===== src/rtl/cmp_period_timer.sv =====
module cmp_period_timer #(
  parameter int DW = 8,
  parameter int AW = 3
) (
  input  logic          clk,
  input  logic          rst_n,
  input  logic          ext_clk,
  input  logic          adc_en,
  input  logic [AW-1:0] bus_addr,
  input  logic          bus_wr,
  input  logic          bus_rd,
  input  logic [DW-1:0] bus_wdata,
  output logic [DW-1:0] bus_rdata,
  output logic          trig_o,
  output logic          adc_start_o,
  output logic          ovf_irq_o,
  output logic          ovf_prio_o
);
  localparam int CW = 2 * DW;
  localparam logic [AW-1:0] A_CTRL = AW'(0);
  localparam logic [AW-1:0] A_CLO  = AW'(1);
  localparam logic [AW-1:0] A_CHI  = AW'(2);
  localparam logic [AW-1:0] A_PLO  = AW'(3);
  localparam logic [AW-1:0] A_PHI  = AW'(4);
  localparam logic [AW-1:0] A_IRQ  = AW'(5);

  logic [DW-1:0] ctrl_q, hi_wbuf_q, hi_rbuf_q;
  logic [CW-1:0] cnt_q, cmp_q;
  logic [2:0]    pre_q, sy_q;
  logic [1:0]    as_q;
  logic          armed_q, flag_q, ien_q, prio_q;

  wire run     = ctrl_q[0];
  wire src_ext = ctrl_q[1];
  wire nosync  = ctrl_q[2];
  wire [1:0] psc = ctrl_q[4:3];
  wire trig_en = ctrl_q[5];
  wire wide    = ctrl_q[7];

  wire s_edge   = sy_q[1] & ~sy_q[2];
  wire a_edge   = as_q[0] & ~as_q[1];
  wire src_tick = src_ext ? (nosync ? a_edge : s_edge) : 1'b1;
  wire adv      = run & src_tick;
  wire [2:0] pre_lim = {psc == 2'd3, psc[1], |psc};
  wire step     = adv & (pre_q >= pre_lim);

  wire wr_ctrl = bus_wr & (bus_addr == A_CTRL);
  wire wr_clo  = bus_wr & (bus_addr == A_CLO);
  wire wr_chi  = bus_wr & (bus_addr == A_CHI);
  wire wr_plo  = bus_wr & (bus_addr == A_PLO);
  wire wr_phi  = bus_wr & (bus_addr == A_PHI);
  wire wr_irq  = bus_wr & (bus_addr == A_IRQ);

  logic cnt_load;
  assign cnt_load = wr_clo | (wr_chi & ~wide);
  wire [CW-1:0] load_val = wr_clo ? {(wide ? hi_wbuf_q : cnt_q[CW-1:DW]), bus_wdata}
                                  : {bus_wdata, cnt_q[DW-1:0]};

  assign trig_o      = run & trig_en & armed_q & (cnt_q == cmp_q);
  assign adc_start_o = trig_o & adc_en;
  wire clr  = trig_o & ~(src_ext & nosync);
  wire roll = step & ~cnt_load & ~clr & (&cnt_q);

  assign ovf_irq_o  = flag_q & ien_q;
  assign ovf_prio_o = prio_q;

  always_comb begin
    case (bus_addr)
      A_CTRL:  bus_rdata = ctrl_q;
      A_CLO:   bus_rdata = cnt_q[DW-1:0];
      A_CHI:   bus_rdata = wide ? hi_rbuf_q : cnt_q[CW-1:DW];
      A_PLO:   bus_rdata = cmp_q[DW-1:0];
      A_PHI:   bus_rdata = cmp_q[CW-1:DW];
      A_IRQ:   bus_rdata = {{(DW-3){1'b0}}, prio_q, ien_q, flag_q};
      default: bus_rdata = '0;
    endcase
  end

  always_ff @(posedge clk or negedge rst_n) begin
    if (!rst_n) begin
      ctrl_q    <= '0;
      hi_wbuf_q <= '0;
      hi_rbuf_q <= '0;
      cnt_q     <= '0;
      cmp_q     <= '0;
      pre_q     <= '0;
      sy_q      <= '0;
      as_q      <= '0;
      armed_q   <= 1'b1;
      flag_q    <= 1'b0;
      ien_q     <= 1'b0;
      prio_q    <= 1'b0;
    end else begin
      sy_q <= {sy_q[1:0], ext_clk};
      as_q <= {as_q[0], ext_clk};
      if (wr_ctrl) ctrl_q <= bus_wdata;
      if (wr_plo) cmp_q[DW-1:0]  <= bus_wdata;
      if (wr_phi) cmp_q[CW-1:DW] <= bus_wdata;
      if (wr_chi & wide) hi_wbuf_q <= bus_wdata;
      if (bus_rd & (bus_addr == A_CLO) & wide) hi_rbuf_q <= cnt_q[CW-1:DW];

      if (cnt_load)  cnt_q <= load_val;
      else if (clr)  cnt_q <= '0;
      else if (step) cnt_q <= cnt_q + CW'(1);

      if (cnt_load | clr) pre_q <= '0;
      else if (adv)       pre_q <= step ? 3'd0 : pre_q + 3'd1;

      if (trig_o)              armed_q <= 1'b0;
      else if (cnt_q != cmp_q) armed_q <= 1'b1;

      flag_q <= roll | (flag_q & ~(wr_irq & ~bus_wdata[0]));
      if (wr_irq) begin
        ien_q  <= bus_wdata[1];
        prio_q <= bus_wdata[2];
      end
    end
  end
endmodule


===== config.mk =====
export PLATFORM = sky130hd
export DESIGN_NAME = cmp_period_timer
export DESIGN_NICKNAME = d
export VERILOG_FILES = /design/src/rtl/cmp_period_timer.sv
export SDC_FILE = /design/constraint.sdc
export NUM_CORES = 1
export LEC_CHECK = 0
export BUFFER_PORTS_ARGS = -buffer_cell sky130_fd_sc_hd__buf_2
export CORE_MARGIN = 2
export CORE_UTILIZATION = 45
export DETAILED_ROUTE_END_ITERATION = 6
export PLACE_DENSITY_LB_ADDON = 0.25
export SLEW_MARGIN = 5
export SYNTH_ARGS = -nofsm -noshare
export SYNTH_HDL_FRONTEND = slang
export SYNTH_SLANG_ARGS = --single-unit

===== constraint.sdc =====
create_clock -name clk -period 4.5 [get_ports clk]
set_clock_uncertainty 0.05 [all_clocks]
set_input_delay 0.225 -clock clk [delete_from_list [all_inputs] [get_ports clk]]
set_output_delay 0.225 -clock clk [all_outputs]
set_load 0.01 [all_outputs]

# Word-level counts from Yosys, hierarchy flattened
# Index checks and enable logic that the tools add are counted.
dict set report word_totals {
  reg_bits 68
  in_bits 17
  out_inout_bits 12
  wordCells 86
}
dict set report op_classes {
  addsub 2
  order_cmp 1
  eq_ne 10
  muxes 14
  bitwise_logic 37
  n_reduce_logical 8
}
# cell n
set op_table {}
lappend op_table {{$mux 16} 4}
lappend op_table {{$pmux 8 s6} 1}
lappend op_table {{$and 1x1->1} 26}
lappend op_table {{$add 16x1->16 const B} 1}
lappend op_table {{$eq 16x16->1} 1}
lappend op_table {{$mux 8} 2}
lappend op_table {{$ne 16x16->1} 1}
lappend op_table {{$reduce_and 16->1} 1}
lappend op_table {{$mux 3} 3}
lappend op_table {{$not 1->1} 8}
lappend op_table {{$eq 3x2->1 const B} 2}
lappend op_table {{$eq 3x3->1 const B} 2}
lappend op_table {{$mux 1} 4}
lappend op_table {{$reduce_and 2->1} 2}
lappend op_table {{$reduce_bool 2->1} 2}
lappend op_table {{$add 3x1->3 const B} 1}
lappend op_table {{$eq 3x1->1 const B} 1}
lappend op_table {{$ge 3x3->1} 1}
lappend op_table {{$logic_not 3->1} 1}
lappend op_table {{$ne 3x3->1 const B} 1}
lappend op_table {{$or 1x1->1} 3}
lappend op_table {{$reduce_bool 3->1} 1}
lappend op_table {{$eq 2x2->1 const B} 1}
lappend op_table {{$ne 2x2->1 const B} 1}
lappend op_table {{$reduce_or 2->1} 1}

# Longest topological paths before layout
dict set report logic_depth {
  ltp_word 10
  mapped_depth 9
  mapped_depth_nobuf 8
}

# Worst setup path after synthesis
# No wires, ideal clock.
dict set report synth_timing {
  path_kind {register to register}
  from {register ctrl_q[3]}
  to {register cnt_q[4]}
  setup_ps 126
  arrival_ps 2058
  path_slack_ps 2266
  stages_incl_launch_ff 10
  n_path_buf 1
  period_less_slack_ps 2234
  path_cell_list {dfrtp_1 -> or2_2 -> ha_1 -> nor2b_1 -> o21ai_2 -> nand2b_1 -> buf_6 -> or2_1 -> a21o_1 -> a221o_1}
}
dict set report synth_between {
  elab_chain_cells 5
  elab_cells_between_ends 6
}
# element line
set synth_lines {}
lappend synth_lines {{start: declaration} 27} ;# logic [DW-1:0] ctrl_q, hi_wbuf_q, hi_rbuf_q;
lappend synth_lines {{start signal: assignment} 96} ;# if (wr_ctrl) ctrl_q <= bus_wdata;
lappend synth_lines {{$eq 2x2->1 / $reduce_or 2->1 (equally long branches)} 44} ;# wire [2:0] pre_lim = {psc == 2'd3, psc[1], |psc};
lappend synth_lines {{$ge 3x3->1 (*)} 45} ;# wire step = adv & (pre_q >= pre_lim);
lappend synth_lines {{$and 1x1->1 (*)} 45}
lappend synth_lines {{$reduce_bool 3->1 (no line) (*)} --}
lappend synth_lines {{$reduce_and 2->1 (no line) (*)} --}
lappend synth_lines {{end signal: assignment} 102} ;# if (cnt_load) cnt_q <= load_val;
lappend synth_lines {{end signal: assignment} 104} ;# else if (step) cnt_q <= cnt_q + CW'(1);
lappend synth_lines {{end: declaration} 28} ;# logic [CW-1:0] cnt_q, cmp_q;
# Mark *: on every way between the ends. The rest lies on a longest branch, timed or not.
# A chain may end at the register's enable or synchronous reset.

# Worst setup path after layout
dict set report layout_timing {
  from {register ctrl_q[3]}
  to {register cnt_q[9]}
}
# The elaborated chain is that of the path after synthesis.

==> flow_summary.ini <==
[clock_tree]
cts_tree = done
post_cts_resize_count = 0
cts_sinks = 66
cts_hold_repair.buffers = 2
post-cts-setup-buffer-count = 0
clock_insertion_delay_worst_skew_ps = 360
numCtsBuffers = 9
cts_max_level = 3
cts.reportedPaths.clkPinSlew_ps = 70
clk_path_buf_depth = 2
cts.root.buffer_cell = sky130_fd_sc_hd__clkbuf_8

[sta]
max_clock_freq_ghz = 0.378
min_period_over_period = 0.588
tightestPinTransition_ps = 903
timing.hold.ws_ps = 140
post_layout_min_period_ps = 2650
timing.slew.headroom = 0.395
finalSetupTns_ps = 0
grt_setup_unrepaired = no
hold_violations = 0
finalSetupViolations = 0
drv_slew = 0

[worst_setup_path]
r2r.worst_path.cells = 9
rrSetupSlack_ps = 1850
critical_path.reg2reg.startpoint = ctrl_q[3]
critPathArrivalTime_ps = 2830
crit_path_max_fanout = 14
worstSetupStartpointType = register
worst_setup_path_end_kind = register
timing.setup.critical_path_class = reg2reg
cp.required_ps = 4690
worstReg2RegEnd = cnt_q[9]

[yosys]
synth_fp_nets = 412
syn_avg_cell_area_um2 = 10.0
synthDistinctLibCells = 62
post_synthesis_share_of_cell_area_spent_on_and_or_nand_and_nor_gates = 0.143
synth_compound_gate_area_share = 0.195
synth_top_family_by_area = compound AO/OA/AOI/OAI gates
synth_enable_flop_cells = 0
synthesis.area_um2 = 3900
yosys_warnings = 0
synth-async-reset-ratio = 1.00
synth_mux_area_frac = 0.148
synth.ff_latch_count = 66
netlist_instances = 390
post_synth_xor_area_fraction = 0.0359
synth-seq-area-share = 0.424
postSynth.topFlopCell = sky130_fd_sc_hd__dfrtp_1
adder_and_majority_gate_portion_of_the_synthesized_area = 0.0160

[layout]
layout.cells.most_common_list = 65 x sky130_fd_sc_hd__dfrtp_1, 38 x sky130_fd_sc_hd__mux2_2, 29 x sky130_fd_sc_hd__nand2_1
layout.cells.most_common = sky130_fd_sc_hd__dfrtp_1
postLayoutCoreUtil = 0.521
share_of_cells_above_drive_strength_1 = 0.237
final_nets = 434
diodes = 0
syn_to_final_growth_pct = 10.9

[power]
power.internal_mw = 1.27
power-per-cell-area_nw_per_um2 = 456
net-switching-power_uw = 702
power.share.sequential = 0.461
leakagePower_nw = 1.88
power.share.switching = 0.356
worst_ir_drop_vdd_mv = 0.299
clock_power_share = 0.281
comb_power_share = 0.258

[flow_run]
max-cap-violations = 0

[detailed_routing]
wl_per_cell_um = 20.7
drtPass1Iterations = 5
drt_iter0_markers = 270
route.final.wire_length_um = 10800
viasPerCell = 6.27
antenna_violating_nets_left = 0
routed-via-count = 3271
remaining_drc_errors = 0

[placement]
buffer_ports.inserted = 28
hpwl_um = 7620
final_replace_weighted_congestion = 0.895

[die]
die_x_um = 97.1
fp-row-count = 33
initial_core_util = 0.470
io_pins = 29
dieHeight_um = 97.1
die_footprint_um2 = 9420
floorplan.core_area_um2 = 8300

[global_routing]
grt_start_max_net_pins = 43
track_usage = 0.241
via_count_of_the_first_global_routing_pass = 3207
grt_overflow_total = 0
grt_first_pass_wirelength_um = 17700
antenna_found_initial = 0

[hold_path]
worstHoldStart = bus_wdata[0]
hold_class = in2reg
hold_end = cnt_q[0]
holdPathStages = 3

[outcome]
status = completed
-- cell type report --
| cell class | instances | area (um2) |
|---|---|---|
| Fill cell | 778 | 3980 |
| Multi-Input combinational cell | 293 | 2100 |
| Sequential cell | 66 | 1650 |
| Timing Repair Buffer | 33 | 183 |
| Tap cell | 105 | 131 |
| Clock buffer | 9 | 124 |
| Clock inverter | 7 | 93.8 |
| Inverter | 9 | 33.8 |
-- kinds of logic (layout without fill, tap and decap cells) --
kind of cell	Yosys count	in the layout
AO/OA/AOI/OAI	110	110
AND/OR/NAND/NOR	109	109
flip-flops	66	66
multiplexers	53	53
buffers and inverters	31	58
XOR/XNOR	16	16
adder cells (fa/ha/maj)	5	5
-- Yosys cell counts, drive strengths merged, types with 9 or more instances --
library cell / n / area share
dfrtp: 65 / 0.42
mux2: 38 / 0.11
nand2: 29 / 0.028
a21oi: 25 / 0.033
nor2: 25 / 0.024
o21ai: 25 / 0.034
xor2: 16 / 0.036
mux2i: 15 / 0.039
buf: 14 / 0.021
a211oi: 9 / 0.020
inv: 9 / 0.0087
nand3: 9 / 0.012
nor3: 9 / 0.013
-- routing by layer --
metal	GRT usage	vias to the layer above	share of wire
li1	-	1497	-
met1	0.327	1593	0.44
met2	0.375	153	0.46
met3	0.0532	28	0.068
met4	0.102	0	0.034
met5	0	-	0
-- through the flow --
| step | cells | worst slack [ps] | power [mW] | area (um2) |
|---|---|---|---|---|
| 6_report | 522 | 1850 | 1.97 | 4320 |
| 5_1_grt | 522 | 1750 | 2.09 | 4320 |
| 4_1_cts | 522 | 1900 | 1.97 | 4320 |
| 3_5_place_dp | 504 | 1920 | 1.42 | 4090 |
| 3_3_place_gp | 504 | 1970 | 1.40 | 4090 |
| 2_1_floorplan | 390 | 2270 | 1.24 | 3900 |
-- power groups by stage --
stage / clock [mW] / combinational (mW) / sequential, mW
floorplan: 0 / 0.417 / 0.825
global placement: 0 / 0.491 / 0.913
detailed placement: 0 / 0.503 / 0.915
CTS: 0.560 / 0.508 / 0.905
global route: 0.595 / 0.571 / 0.928
finish: 0.555 / 0.509 / 0.909
-- flip-flops by register name, indices dropped and copies added (netlist names) --
| register | cells |
|---|---|
| cnt_q | 16 |
| armed_q | 1 |
| pre_q | 3 |
| as_q | 1 |
| flag_q | 1 |
| sy_q | 2 |
| ovf_prio_o | 1 |
| ien_q | 1 |
| ctrl_q | 8 |
| hi_wbuf_q | 8 |
| cmp_q | 16 |
| hi_rbuf_q | 8 |
-- how the worst max path moves through the flow --
stage / from / to / slack [ps] / cells past startpoint
finish: ctrl_q[3] / cnt_q[9] / 1850 / 9
global route: ctrl_q[3] / cnt_q[9] / 1750 / 9
CTS: ctrl_q[3] / cnt_q[9] / 1900 / 9
detailed placement: ctrl_q[3] / cnt_q[9] / 1920 / 9
global placement: ctrl_q[3] / cnt_q[9] / 1970 / 9
floorplan: ctrl_q[3] / cnt_q[4] / 2270 / 9
-- worst max-delay path, cell delays in order, from the launching register on --
cell and delay (ps):
sky130_fd_sc_hd__dfrtp_1 430, sky130_fd_sc_hd__or2_2 320, sky130_fd_sc_hd__ha_1 280, sky130_fd_sc_hd__nor2b_1 140
sky130_fd_sc_hd__o21ai_2 110, sky130_fd_sc_hd__nor2b_1 140, sky130_fd_sc_hd__buf_4 200, sky130_fd_sc_hd__nor2_1 420
sky130_fd_sc_hd__a21oi_1 180, sky130_fd_sc_hd__o211a_1 260
No activity file was read; power rests on OpenSTA's default activity.
